===== src/rtl/pal_host_pkg.sv =====
package pal_host_pkg;

  typedef enum logic [2:0] {
    SEL_ADDR_LO = 3'd0,
    SEL_ADDR_HI = 3'd1,
    SEL_PAL     = 3'd2,
    SEL_CMD     = 3'd3,
    SEL_STAT    = 3'd4,
    SEL_CBUF    = 3'd5,
    SEL_REV     = 3'd6,
    SEL_RDCTL   = 3'd7
  } sel_e;

  typedef enum logic [1:0] {
    PH_RED = 2'd0,
    PH_GRN = 2'd1,
    PH_BLU = 2'd2
  } phase_e;

  function automatic phase_e phase_step(phase_e p);
    case (p)
      PH_RED:  return PH_GRN;
      PH_GRN:  return PH_BLU;
      default: return PH_RED;
    endcase
  endfunction

  function automatic logic [7:0] status_pack(phase_e p, logic empty,
                                             logic level, logic full);
    return {3'b000, full, level, empty, p};
  endfunction

  function automatic logic pick_level(logic mode, logic half, logic almost);
    return mode ? almost : half;
  endfunction

endpackage


===== src/rtl/pal_host_capture.sv =====
module pal_host_capture (
  input  logic clk,
  input  logic rst_n,
  input  logic ce_n,
  input  logic rw,
  output logic acc_go,
  output logic drive_win
);
  logic ce_q;
  logic rw_q;

  assign acc_go = ce_q & ~ce_n;

  always_ff @(posedge clk or negedge rst_n) begin
    if (!rst_n) begin
      ce_q <= 1'b1;
      rw_q <= 1'b0;
    end else begin
      ce_q <= ce_n;
      if (acc_go) rw_q <= rw;
    end
  end

  assign drive_win = rst_n & ~ce_n & ~ce_q & rw_q;
endmodule


===== src/rtl/pal_host_seq.sv =====
module pal_host_seq
  import pal_host_pkg::*;
#(
  parameter int ADDR_W = 13,
  parameter int BYTE_W = 8,
  localparam int HI_W  = ADDR_W - BYTE_W,
  localparam int RGB_W = 3 * BYTE_W
) (
  input  logic              clk,
  input  logic              rst_n,
  input  logic              acc_go,
  input  logic              acc_rw,
  input  sel_e              acc_sel,
  input  logic [BYTE_W-1:0] acc_wdata,
  output logic [ADDR_W-1:0] addr,
  output phase_e            phase,
  output logic [BYTE_W-1:0] cbuf_red,
  output logic [BYTE_W-1:0] cbuf_grn,
  output logic [BYTE_W-1:0] cmd,
  output logic              rd_mode,
  output logic              push_ev,
  output logic [RGB_W-1:0]  push_rgb,
  output logic              fetch_ev
);
  logic wr_go, rd_go;
  logic addr_wr, pal_wr, pal_rd, cbuf_rd_ok, init_wr, term_rd, cmd_wr;
  logic addr_step;

  assign wr_go = acc_go & ~acc_rw;
  assign rd_go = acc_go &  acc_rw;

  assign addr_wr    = wr_go & ((acc_sel == SEL_ADDR_LO) | (acc_sel == SEL_ADDR_HI));
  assign pal_wr     = wr_go & (acc_sel == SEL_PAL);
  assign cmd_wr     = wr_go & (acc_sel == SEL_CMD);
  assign init_wr    = wr_go & (acc_sel == SEL_RDCTL);
  assign pal_rd     = rd_go & (acc_sel == SEL_PAL) & rd_mode;
  assign cbuf_rd_ok = rd_go & (acc_sel == SEL_CBUF) & (phase != PH_BLU);
  assign term_rd    = rd_go & (acc_sel == SEL_RDCTL);

  assign push_ev   = pal_wr & (phase == PH_BLU);
  assign push_rgb  = {acc_wdata, cbuf_grn, cbuf_red};
  assign addr_step = push_ev | (pal_rd & (phase == PH_BLU));
  assign fetch_ev  = init_wr | (addr_wr & rd_mode) | (pal_rd & (phase == PH_BLU));

  always_ff @(posedge clk or negedge rst_n) begin
    if (!rst_n) begin
      addr <= '0;
    end else if (wr_go && acc_sel == SEL_ADDR_LO) begin
      addr[BYTE_W-1:0] <= acc_wdata;
    end else if (wr_go && acc_sel == SEL_ADDR_HI) begin
      addr[ADDR_W-1:BYTE_W] <= acc_wdata[HI_W-1:0];
    end else if (addr_step) begin
      addr <= addr + 1'b1;
    end
  end

  always_ff @(posedge clk or negedge rst_n) begin
    if (!rst_n) begin
      phase <= PH_RED;
    end else if (addr_wr || init_wr) begin
      phase <= PH_RED;
    end else if (pal_wr || pal_rd || cbuf_rd_ok) begin
      phase <= phase_step(phase);
    end
  end

  always_ff @(posedge clk or negedge rst_n) begin
    if (!rst_n) begin
      cbuf_red <= '0;
      cbuf_grn <= '0;
    end else if (pal_wr && phase == PH_RED) begin
      cbuf_red <= acc_wdata;
    end else if (pal_wr && phase == PH_GRN) begin
      cbuf_grn <= acc_wdata;
    end
  end

  always_ff @(posedge clk or negedge rst_n) begin
    if (!rst_n) begin
      cmd     <= BYTE_W'(3);
      rd_mode <= 1'b0;
    end else begin
      if (cmd_wr)  cmd <= acc_wdata;
      if (init_wr) rd_mode <= 1'b1;
      else if (term_rd) rd_mode <= 1'b0;
    end
  end
endmodule


===== src/rtl/pal_host_fetch.sv =====
module pal_host_fetch #(
  parameter int RGB_W = 24
) (
  input  logic             clk,
  input  logic             rst_n,
  input  logic             fetch_ev,
  output logic             mem_rd_req,
  input  logic             mem_rd_valid,
  input  logic [RGB_W-1:0] mem_rd_data,
  output logic [RGB_W-1:0] word
);
  always_ff @(posedge clk or negedge rst_n) begin
    if (!rst_n) begin
      mem_rd_req <= 1'b0;
      word       <= '0;
    end else begin
      mem_rd_req <= fetch_ev;
      if (mem_rd_valid) word <= mem_rd_data;
    end
  end
endmodule


===== src/rtl/pal_host_rdmux.sv =====
module pal_host_rdmux
  import pal_host_pkg::*;
#(
  parameter int ADDR_W = 13,
  parameter int BYTE_W = 8,
  parameter int BRD_W  = 4,
  parameter logic [2:0] REV_ID = 3'd5,
  localparam int HI_W  = ADDR_W - BYTE_W,
  localparam int RGB_W = 3 * BYTE_W
) (
  input  logic              clk,
  input  logic              rst_n,
  input  logic              rd_go,
  input  sel_e              acc_sel,
  input  logic [ADDR_W-1:0] addr,
  input  phase_e            phase,
  input  logic [BYTE_W-1:0] cbuf_red,
  input  logic [BYTE_W-1:0] cbuf_grn,
  input  logic [BYTE_W-1:0] cmd,
  input  logic              rd_mode,
  input  logic [RGB_W-1:0]  word,
  input  logic [BYTE_W-1:0] status,
  input  logic [BRD_W-1:0]  board_rev,
  output logic [BYTE_W-1:0] rd_q
);
  logic [BYTE_W-1:0] rd_next;
  logic [BYTE_W-1:0] pal_byte;

  always_comb begin
    case (phase)
      PH_RED:  pal_byte = word[BYTE_W-1:0];
      PH_GRN:  pal_byte = word[2*BYTE_W-1:BYTE_W];
      default: pal_byte = word[RGB_W-1:2*BYTE_W];
    endcase
  end

  always_comb begin
    rd_next = '0;
    case (acc_sel)
      SEL_ADDR_LO: rd_next = addr[BYTE_W-1:0];
      SEL_ADDR_HI: rd_next = BYTE_W'(addr[ADDR_W-1:ADDR_W-HI_W]);
      SEL_PAL:     rd_next = rd_mode ? pal_byte : '0;
      SEL_CMD:     rd_next = cmd;
      SEL_STAT:    rd_next = status;
      SEL_CBUF:    rd_next = (phase == PH_RED) ? cbuf_red :
                             (phase == PH_GRN) ? cbuf_grn : '0;
      SEL_REV:     rd_next = BYTE_W'({board_rev, 1'b0, REV_ID});
      default:     rd_next = '0;
    endcase
  end

  always_ff @(posedge clk or negedge rst_n) begin
    if (!rst_n)     rd_q <= '0;
    else if (rd_go) rd_q <= rd_next;
  end
endmodule


===== src/rtl/pal_host_if.sv =====
module pal_host_if
  import pal_host_pkg::*;
#(
  parameter int ADDR_W = 13,
  parameter int BYTE_W = 8,
  parameter int BRD_W  = 4,
  parameter logic [2:0] REV_ID = 3'd5,
  localparam int RGB_W = 3 * BYTE_W
) (
  input  logic              clk,
  input  logic              rst_n,
  input  logic              host_ce_n,
  input  logic              host_rw,
  input  logic [2:0]        host_sel,
  input  logic [BYTE_W-1:0] host_wdata,
  output logic [BYTE_W-1:0] host_rdata,
  output logic              host_rdata_oe,
  input  logic [BRD_W-1:0]  board_rev,
  input  logic              fifo_empty,
  input  logic              fifo_half,
  input  logic              fifo_almost,
  input  logic              fifo_full,
  output logic              fifo_push,
  output logic [ADDR_W-1:0] fifo_addr,
  output logic [RGB_W-1:0]  fifo_rgb,
  output logic              flag_level,
  output logic [3:0]        pipe_force,
  output logic              mem_rd_req,
  output logic [ADDR_W-1:0] mem_rd_addr,
  input  logic              mem_rd_valid,
  input  logic [RGB_W-1:0]  mem_rd_data,
  output logic              rd_mode_o
);
  logic              acc_go;
  logic              drive_win;
  sel_e              acc_sel;
  logic [ADDR_W-1:0] addr;
  phase_e            phase;
  logic [BYTE_W-1:0] cbuf_red, cbuf_grn, cmd, status, rd_q;
  logic              rd_mode, push_ev, fetch_ev;
  logic [RGB_W-1:0]  push_rgb, word;
  logic [1:0]        phase_bits;

  assign acc_sel    = sel_e'(host_sel);
  assign phase_bits = phase;

  pal_host_capture u_cap (
    .clk(clk), .rst_n(rst_n), .ce_n(host_ce_n), .rw(host_rw),
    .acc_go(acc_go), .drive_win(drive_win)
  );

  pal_host_seq #(.ADDR_W(ADDR_W), .BYTE_W(BYTE_W)) u_seq (
    .clk(clk), .rst_n(rst_n), .acc_go(acc_go), .acc_rw(host_rw),
    .acc_sel(acc_sel), .acc_wdata(host_wdata), .addr(addr), .phase(phase),
    .cbuf_red(cbuf_red), .cbuf_grn(cbuf_grn), .cmd(cmd), .rd_mode(rd_mode),
    .push_ev(push_ev), .push_rgb(push_rgb), .fetch_ev(fetch_ev)
  );

  pal_host_fetch #(.RGB_W(RGB_W)) u_fetch (
    .clk(clk), .rst_n(rst_n), .fetch_ev(fetch_ev), .mem_rd_req(mem_rd_req),
    .mem_rd_valid(mem_rd_valid), .mem_rd_data(mem_rd_data), .word(word)
  );

  assign flag_level = pick_level(cmd[4], fifo_half, fifo_almost);
  assign status     = status_pack(phase, fifo_empty, flag_level, fifo_full);

  pal_host_rdmux #(.ADDR_W(ADDR_W), .BYTE_W(BYTE_W), .BRD_W(BRD_W),
                   .REV_ID(REV_ID)) u_rd (
    .clk(clk), .rst_n(rst_n), .rd_go(acc_go & host_rw), .acc_sel(acc_sel),
    .addr(addr), .phase(phase), .cbuf_red(cbuf_red), .cbuf_grn(cbuf_grn),
    .cmd(cmd), .rd_mode(rd_mode), .word(word), .status(status),
    .board_rev(board_rev), .rd_q(rd_q)
  );

  assign host_rdata    = rd_q;
  assign host_rdata_oe = drive_win;
  assign fifo_push     = push_ev;
  assign fifo_addr     = addr;
  assign fifo_rgb      = push_rgb;
  assign pipe_force    = cmd[3:0];
  assign mem_rd_addr   = addr;
  assign rd_mode_o     = rd_mode;
endmodule


===== config.mk =====
export PLATFORM = sky130hd
export DESIGN_NAME = pal_host_if
export DESIGN_NICKNAME = d
export VERILOG_FILES = /design/src/rtl/pal_host_pkg.sv /design/src/rtl/pal_host_capture.sv /design/src/rtl/pal_host_seq.sv /design/src/rtl/pal_host_fetch.sv /design/src/rtl/pal_host_rdmux.sv /design/src/rtl/pal_host_if.sv
export SDC_FILE = /design/constraint.sdc
export NUM_CORES = 1
export LEC_CHECK = 0
export BUFFER_PORTS_ARGS = -buffer_cell sky130_fd_sc_hd__buf_2
export CAP_MARGIN = 25
export CORE_ASPECT_RATIO = 0.75
export CORE_MARGIN = 4
export CORE_UTILIZATION = 47
export CTS_CLUSTER_SIZE = 20
export DETAILED_ROUTE_END_ITERATION = 10
export PLACE_DENSITY = 0.73
export SLEW_MARGIN = 0
export SYNTH_ARGS = -nofsm -noshare
export SYNTH_HDL_FRONTEND = slang
export SYNTH_SLANG_ARGS = --single-unit

===== constraint.sdc =====
create_clock -name clk -period 2 [get_ports clk]
set_input_delay 0.4 -clock clk [delete_from_list [all_inputs] [get_ports clk]]
set_output_delay 0.4 -clock clk [all_outputs]
set_load 0.02 [all_outputs]

After elaboration in Yosys (flattened, before gate mapping)
Cells that the tools add are included.
Widths: inputs -> output; s select.
- register bits: 75
- word-level logic and storage cells: 82
- input port bits: 48
- output and inout bits: 67
- reduce and logical (&&, ||, !) cells: 16
- multiplexer cells: 15
- eq/ne operators: 11
- add/subtract/negate cells: 1
- bitwise operators: 27
- operators with widths (operator ; count):
    $pmux 8 s7 ; 1
    $mux 8 ; 5
    $and 1x1->1 ; 18
    $pmux 8 s2 ; 1
    $add 13x1->13 const B ; 1
    $mux 13 ; 1
    $eq 3x3->1 const B ; 4
    $reduce_bool 2->1 ; 4
    $eq 3x2->1 const B ; 2
    $reduce_and 2->1 ; 3
    $mux 5 ; 1
    $not 1->1 ; 5
    $logic_and 1x1->1 ; 4
    $mux 2 ; 2
    $or 1x1->1 ; 4
    $pmux 2 s2 ; 1
    $eq 3x1->1 const B ; 1
    $logic_not 3->1 ; 1
    $logic_or 1x1->1 ; 3
    $mux 1 ; 3
    $eq 2x1->1 const B ; 1
    $eq 2x2->1 const B ; 1
    $logic_not 2->1 ; 1
    $ne 2x1->1 const B ; 1
    $ne 2x2->1 const B ; 1

Longest topological paths before layout
Gate-level depths: netlist of the first run.
- depth after elaboration: 10
- depth in mapped cells: 8
- gate-level depth less buffers: 6

Hierarchy
From an unflattened synthesis of the first run, not the netlist that was laid out.
- cell total of the unflattened synthesis: 390
- area, all modules: 4390.5 um^2
- by module, submodules not included (module ; sequential area each (um^2) ; instances ; cells each ; area each (um^2)):
    pal_host_seq ; 1003.5 ; 1 ; 197 ; 2165.8
    pal_host_fetch ; 625.6 ; 1 ; 52 ; 1022.2
    pal_host_rdmux ; 200.2 ; 1 ; 119 ; 991.0
    pal_host_if ; 0.0 ; 1 ; 16 ; 122.6
    pal_host_capture ; 51.3 ; 1 ; 6 ; 88.8

Worst setup path before layout of the first run
No wires, ideal clock.
- kind: input-to-reg
- from: input port host_sel[2]
- to: register u_seq.addr[11]
- required time: 1.918 ns
- arrival time: 2.168 ns
- setup time: 0.082 ns
- slack: -0.250 ns
- stages on the path: 7
- path buffers: 3
- path through: buf_2 > or3b_1 > buf_2 > or4_4 > buf_6 > or3_1 > a31oi_1
- longest elaborated chain between the ends: 7
- elaborated cells between the ends (all ways): 15
- classes of those cells: eq/ne (2); mux (1); bitwise (7); reduce/logical (5)
- RTL lines (item ; line ; text):
    start: declaration ; pal_host_if.sv:14 ; input logic [2:0] host_sel,
    $eq 3x2->1 ; pal_host_seq.sv:33, pal_host_seq.sv:36 ;
    $and 1x1->1 (2 in series) ; pal_host_seq.sv:36 ; assign pal_rd = rd_go & (acc_sel == SEL_PAL) & rd_mode;
    $and 1x1->1 ; pal_host_seq.sv:42 ; assign addr_step = push_ev | (pal_rd & (phase == PH_BLU));
    $or 1x1->1 ; pal_host_seq.sv:42 ;
    $reduce_bool 2->1 (no source line) ; - ;
    $reduce_and 2->1 (no source line) ; - ;
    end signal: indexed assignment ; pal_host_seq.sv:49 ; addr[BYTE_W-1:0] <= acc_wdata;
    end signal: indexed assignment ; pal_host_seq.sv:51 ; addr[ADDR_W-1:BYTE_W] <= acc_wdata[HI_W-1:0];
    end signal: assignment ; pal_host_seq.sv:53 ; addr <= addr + 1'b1;
    end: declaration ; pal_host_seq.sv:15 ; output logic [ADDR_W-1:0] addr,
Parallel ways exist; a longest one is shown, timed or not.
A chain may end at the register's enable or synchronous reset.

Worst setup path after layout of the first run
- from: register u_cap.ce_q
- to: output port fifo_push
- longest elaborated chain between the ends: 4
- RTL lines (item ; line ; text):
    start: declaration ; pal_host_capture.sv:9 ; logic ce_q;
    start signal: assignment ; pal_host_capture.sv:19 ; ce_q <= ce_n;
    $and 1x1->1 ; pal_host_capture.sv:12 ; assign acc_go = ce_q & ~ce_n;
    $and 1x1->1 ; pal_host_seq.sv:29 ; assign wr_go = acc_go & ~acc_rw;
    $and 1x1->1 ; pal_host_seq.sv:33 ; assign pal_wr = wr_go & (acc_sel == SEL_PAL);
    $and 1x1->1 ; pal_host_seq.sv:40 ; assign push_ev = pal_wr & (phase == PH_BLU);
    end: declaration ; pal_host_if.sv:23 ; output logic fifo_push,
Every way passes these cells.

==> summary.txt, run 1 <==
Run status
  – Outcome: complete, but fails checks
  – Failing checks: negative setup slack

Power
  – Power per Cell Area: 1110 mW/mm^2
  – VDD IR-drop max: 656 uV
  – Final Total Pwr: 5.52 mW
  – Leak: 2.39 nW

Critical path
  – Setup CP Type: flop to output port
  – Critical Path RT: 1.60 ns
  – Worst Setup Start Kind: flop
  – Launch point of the worst reg-to-reg path: u_cap.ce_q
  – Slowest CP cell: dfstp_2
  – Crit path max fanout: 2
  – Top delay family on crit path: flip-flops
  – CP Data Arrival Time: 1.62 ns
  – Reg2reg setup slack: 0.03 ns
  – CP cell instances: or3b_4, buf_6, nor3_4, buf_6
  – Worst path buffer plus inverter count: 2
  – Critical Path Sink Type: output port
  – Reg2reg end: u_seq.cbuf_grn[0]
  – Critical Path Most Common Cell: buf_6
  – Max incr delay on CP: 0.54 ns
  – R2R depth: 6

Global route
  – Largest net degree at the start of global routing: 76
  – Initial antenna violation count: 0
  – First-pass GRT wire length: 16.9 mm
  – Remaining Overflow, GRT: 0
  – Vias in the first global route: 3222
  – Total global routing track utilization: 22.0%

Die
  – Height of the die: 87.7 microns
  – Die Wd: 114 microns
  – CORE AREA: 0.00806 sq mm
  – Num ports: 115
  – Die area: 0.0100 sq mm
  – Row count: 28
  – Initial Utilization: 49.4%

Routing
  – DR vias: 3347
  – Routed vias/inst: 5.62
  – Drt pass-1 iters: 5
  – DRC: 0
  – Final WL: 10.8 mm
  – Routed WL per cell: 18.2 microns
  – Final ANT Viol Nets: 0
  – Iter 0 DRT Violations: 222

Synthesis
  – Yosys reg bits: 75
  – Largest area contributor in the netlist: dfrtp_1
  – Ranking of synthesized cells by instance count: 72 x dfrtp_1, 51 x mux2_2, 29 x nand2_1
  – Synth top area cells: dfrtp_1 45%, mux2_2 14%, mux2i_1 5.0%
  – Count leader, synth: dfrtp_1
  – Synthesized area: 0.00398 sq mm
  – YS warnings: 0
  – Post-synthesis cell type count: 47
  – Area share of the largest cell type after synthesis: 45.2%
  – Mean Syn Cell Area: 10.6 sq um
  – Cell count after synthesis: 377
  – Post-synthesis sequential area ratio: 47.2%
  – Fraction of registers with async set/reset: 100%
  – EDFF count, synth: 0
  – Commonest register cell after synthesis: dfrtp_1
  – Syn Nets: 426

Final layout
  – Area Overhead vs Synth: 25.0%
  – Nets: 535
  – ANT cells: 0
  – Fraction of layout cells with a size suffix above 1: 45.2%

Timing
  – Final setup violating endpoints: 1
  – Slew margin rel.: 57.2%
  – Hold Vio Cnt, Final: 0
  – Setup ws final: -0.0228 ns
  – Unrepaired setup endpoints after global routing: true
  – Clock skew: 0.00747 ns
  – Fin Hold WS: 0.119 ns
  – Max Slew Vio Count: 0
  – Fmax: 494 MHz
  – Worst slew pin tran: 0.641 ns
  – Tmin final: 2.02 ns
  – Fin crit share: 101%

Clocking
  – Clk buf depth: 2
  – Worst-skew pair later-pin latency: 0.33 ns
  – Root buf cell: clkbuf_16
  – Htree depth: 3
  – TritonCTS clock tree: done
  – Reg clk slew, reported paths: 0.06 ns
  – Total CTS buffers: 9
  – Clk sinks: 75
  – Post-CTS Hold Buffers: 0

Placed design
  – Final Wtd Congestion: 0.894
  – DP HPWL: 7.97 mm
  – Pre-CTS setup slack: -0.0186 ns
  – PortBufs: 114

Flow run
  – Max cap viols: 0

Hold path
  – Hold WC Path Type: primary input to asynchronous set/reset pin
[cell families after synthesis]
family	after synthesis	share of synthesized area [%]
mux	71	19.4
xor+xnor	7	1.54
fa+ha+maj	1	0.314
buf+inv	50	7.41
flops	75	47.2
simple gates	97	12.7
compound gates	76	11.4
[metrics by stage]
step                utilization [%]  cell area, sq um  std cells  setup TNS [ns]
finish                         61.8              4980        596         -0.0228
global placement               57.1              4600        576         -0.0285
global route                   61.8              4980        596         -0.0589
detailed placement             57.1              4600        576         -0.0361
CTS                            61.3              4940        594         -0.0336
floorplan                         -              4000        377          -0.521
[power by group]
part	internal, mW	total [mW]	switching [mW]
registers	1.82	2.11	0.289
logic	0.728	1.80	1.07
clock network	0.977	1.61	0.638
total	3.53	5.52	1.99
[worst max-delay path by stage]
stage / start / end / slack [ns] / cells after the start
2_1_floorplan: host_sel[2] / u_seq.addr[11] / -0.15 / 7
3_3_place_gp: host_sel[2] / u_seq.addr[2] / -0.01 / 6
3_5_place_dp: host_sel[2] / u_seq.addr[11] / -0.02 / 5
4_1_cts: u_cap.ce_q / fifo_push / -0.03 / 4
5_1_grt: u_cap.ce_q / fifo_push / -0.06 / 4
6_report: u_cap.ce_q / fifo_push / -0.02 / 4
[final cells by class]
| type | count | area, sq um |
|---|---|---|
| clock inverters | 6 | 71.3 |
| multi-input cells | 252 | 1830 |
| fillers | 683 | 3080 |
| clock buffers | 10 | 229 |
| inverters | 5 | 18.8 |
| repair buffers | 143 | 817 |
| flip-flops and latches | 75 | 1880 |
| well taps | 105 | 131 |
[flip-flops by register name, indices dropped and copies added, names as in the netlist]
register	count
u_rd.rd_q	8
u_seq.cbuf_grn	8
u_seq.cbuf_red	8
u_seq.rd_mode	1
u_seq.cmd	8
u_cap.rw_q	1
u_cap.ce_q	1
u_seq.addr	13
u_fetch.word	24
u_seq.phase	2
u_fetch.mem_rd_req	1
[metal layers]
| layer | global-route usage, % | routed length, microns | vias to the layer above |
|---|---|---|---|
| met4 | 5.50 | 92 | 0 |
| met1 | 31.4 | 4740 | 1616 |
| li1 | - | - | 1550 |
| met3 | 6.63 | 1130 | 10 |
| met5 | 0 | 0 | - |
| met2 | 33.0 | 4860 | 171 |
[what timing repair did]
item / 4_1_cts / 5_1_grt
resized for setup: 5 / 3
endpoints found under the setup margin: 1 / 9
pin swaps: 1 / 1
buffers inserted: 2 / 1
gates cloned: 0 / 0
[cells in the final DEF, fill, tap and decap left out, drive strengths merged, types with 3 or more instances in the layout]
cell type,Yosys,routed
a21oi,23,23
a22o,3,3
a31oi,5,5
and2,3,3
and3,3,3
buf,33,143
clkbuf,12,10
dfrtp,72,72
dfstp,3,3
inv,5,7
mux2,51,51
mux2i,20,20
nand2,29,29
nand3,4,4
nand3b,4,4
nand4,5,5
nor2,22,22
nor2b,4,4
nor3,7,7
nor3b,4,4
nor4,3,3
o21ai,30,30
xor2,6,6
(Power assumes the default switching activity.)
==> run 2: changes to the inputs <==
Settings changed: CORE_UTILIZATION 47 to 44, PLACE_DENSITY 0.73 to 0.79.
==> summary.txt, run 2 (same netlist as run 1, synthesis figures left out) <==
Timing
  – Hold Vio Cnt, Final: 0 (unchanged)
  – Fin Setup TNS: -0.00497 ns (+0.0178 ns)
  – Unrepaired setup endpoints after global routing: true
  – Clock skew: 0.00799 ns (+0.000525 ns)
  – Fin Hold WS: 0.150 ns (+0.0313 ns)
  – Slew margin rel.: 51.5% (-5.7 points)
  – Worst slew pin tran: 0.726 ns (+0.0856 ns)
  – Final setup violating endpoints: 1 (unchanged)
  – Max Slew Vio Count: 0 (unchanged)
  – Tmin final: 2.00 ns (-0.0178 ns)
  – Fin crit share: 100% (-0.89 points)
  – Fmax: 499 MHz (+0.89%)
  – Setup ws final: -0.00497 ns (+0.0178 ns)

Clocking
  – Htree depth: 3 (unchanged)
  – TritonCTS clock tree: done
  – Post-CTS Hold Buffers: 0 (unchanged)
  – Clk sinks: 75 (unchanged)
  – Root buf cell: clkbuf_16
  – Worst-skew pair later-pin latency: 0.34 ns (about the same)
  – Clk buf depth: 2 (unchanged)
  – Reg clk slew, reported paths: 0.07 ns (about the same)
  – Total CTS buffers: 9 (unchanged)

Critical path
  – CP cell instances: or3b_4, nor3_2, buf_4
  – Critical Path Sink Type: output port
  – CP Data Arrival Time: 1.60 ns (-0.02 ns)
  – Slowest CP cell: dfstp_2
  – Critical Path RT: 1.60 ns (about the same)
  – Max incr delay on CP: 0.53 ns (about the same)
  – Worst Setup Start Kind: flop
  – Crit path max fanout: 3 (+1)
  – Setup CP Type: flop to output port

Final layout
  – Fraction of layout cells with a size suffix above 1: 45.2% (-0.059 points)
  – Largest regs: u_fetch.word (24), u_seq.addr (13)
  – Area Overhead vs Synth: 23.7%
  – Nets: 529 (-1.1%)
  – ANT cells: 0 (unchanged)
  – Largest reg by FF count: u_fetch.word
  – Max FFs per register: 24 (unchanged)
  – Most frequent cells in the layout: 113 x buf_2, 72 x dfrtp_1, 51 x mux2_2
  – Final Non-Filler Cells: 593 (-0.50%)
  – Commonest non-fill, non-tap cell in the layout: buf_2
  – Util after Layout: 57.0% (-4.8 points)

Routing
  – DR vias: 3329 (-0.54%)
  – Top Metal Used: met4
  – Wire length on met3: 997 microns (-12%)
  – WL met2: 4.81 mm (-0.89%)
  – Routed vias/inst: 5.61 (about the same)
  – Met1 wire length: 5.22 mm (+10%)
  – Iter 0 DRT Violations: 215 (-3.2%)
  – DRC: 0 (unchanged)
  – Final WL: 11.2 mm (+3.2%)
  – Routed WL per cell: 18.8 microns (+3.7%)
  – Drt pass-1 iters: 5 (unchanged)
  – Final ANT Viol Nets: 0 (unchanged)

Flow run
  – Max cap viols: 0 (unchanged)

Run status
  – Outcome: complete, but fails checks
  – Failing checks: negative setup slack

Global route
  – Vias in the first global route: 3312 (+2.8%)
  – First-pass GRT wire length: 17.8 mm (+5.2%)
  – Largest net degree at the start of global routing: 76 (unchanged)
  – Initial antenna violation count: 0 (unchanged)
  – Remaining Overflow, GRT: 0 (unchanged)
  – Total global routing track utilization: 21.2% (-0.81 points)

Die
  – Num ports: 115 (unchanged)
  – Row count: 29 (+3.6%)
  – Die area: 0.0107 sq mm (+6.3%)
  – Initial Utilization: 46.1% (-3.3 points)
  – Height of the die: 90.4 microns (+3.0%)
  – CORE AREA: 0.00864 sq mm (+7.2%)
  – Die Wd: 118 microns (+3.1%)

Placed design
  – Inst Count DP: 576 (unchanged)
  – DP HPWL: 8.21 mm (+3.0%)
  – PortBufs: 114 (unchanged)
  – Final Wtd Congestion: 0.881 (-1.5%)
  – Pre-CTS setup slack: -0.0788 ns (-0.0603 ns)

Power
  – Leak: 2.36 nW (-1.5%)
  – VDD IR-drop max: 606 uV (-7.6%)
  – Power per Cell Area: 1130 mW/mm^2 (+2.1%)

Hold path
  – Hold WC Path Type: primary input to asynchronous set/reset pin
-- run 2: changes by cell type in the layout (fill, tap and decap cells not counted), sizes merged --
cell      previous run  this run
clkbuf              10         9
buf                143       137
inv                  7        10
clkinvlp             2         0
-- run 2: cell type report --
class,instances,area (sq um)
clock buffer,9,225
clock inverter,7,81.3
multi-input combinational,252,1830
sequential,75,1880
tap,108,135
inverter,5,18.8
fill,749,3710
timing repair buffer,137,758
-- run 2: metrics by stage --
stage	instance area, sq um	power (mW)
4_1_cts	4930	5.60
2_1_floorplan	4000	3.35
5_1_grt	4930	5.84
3_5_place_dp	4590	3.90
6_report	4930	5.58
3_3_place_gp	4590	3.86
-- run 2: worst max-delay path, delay by kind of cell (launching register included) --
| kind | cells | cell delay (ns) |
|---|---|---|
| simple gates | 2 | 0.57 |
| flops | 1 | 0.53 |
| buf+inv | 1 | 0.16 |
-- run 2: timing repair --
item | 4_1_cts | 5_1_grt
setup buffers | 2 | 0
gates resized for setup | 4 | 2
setup endpoints to repair | 1 | 12
pin swaps | 0 | 1
-- run 2: routing by layer --
metal  vias up  track usage, %
li1       1532               -
met1      1623            30.2
met2       159            31.7
met3        15            6.14
met4         0            5.56
met5         -               0
-- run 2: worst paths after layout --
| check | to | cells past startpoint | slack [ns] | start |
|---|---|---|---|---|
| setup reg to reg | u_seq.cmd[4] | 5 | 0.10 | u_cap.ce_q |
| setup / recovery | fifo_push | 3 | -0.005 | u_cap.ce_q |
| min in group clk | u_cap.ce_q | 1 | 0.20 | host_ce_n |
| hold reg to reg | u_cap.rw_q | 2 | 0.47 | u_cap.rw_q |
| hold / removal | u_fetch.word[5] | 2 | 0.15 | rst_n |
| max in group asynchronous | u_cap.ce_q | 2 | 1.50 | rst_n |
-- run 2: report_power, final --
group,total [mW],internal [mW],switching (mW)
logic,1.77,0.713,1.06
clock network,1.69,0.990,0.699
registers,2.11,1.82,0.291
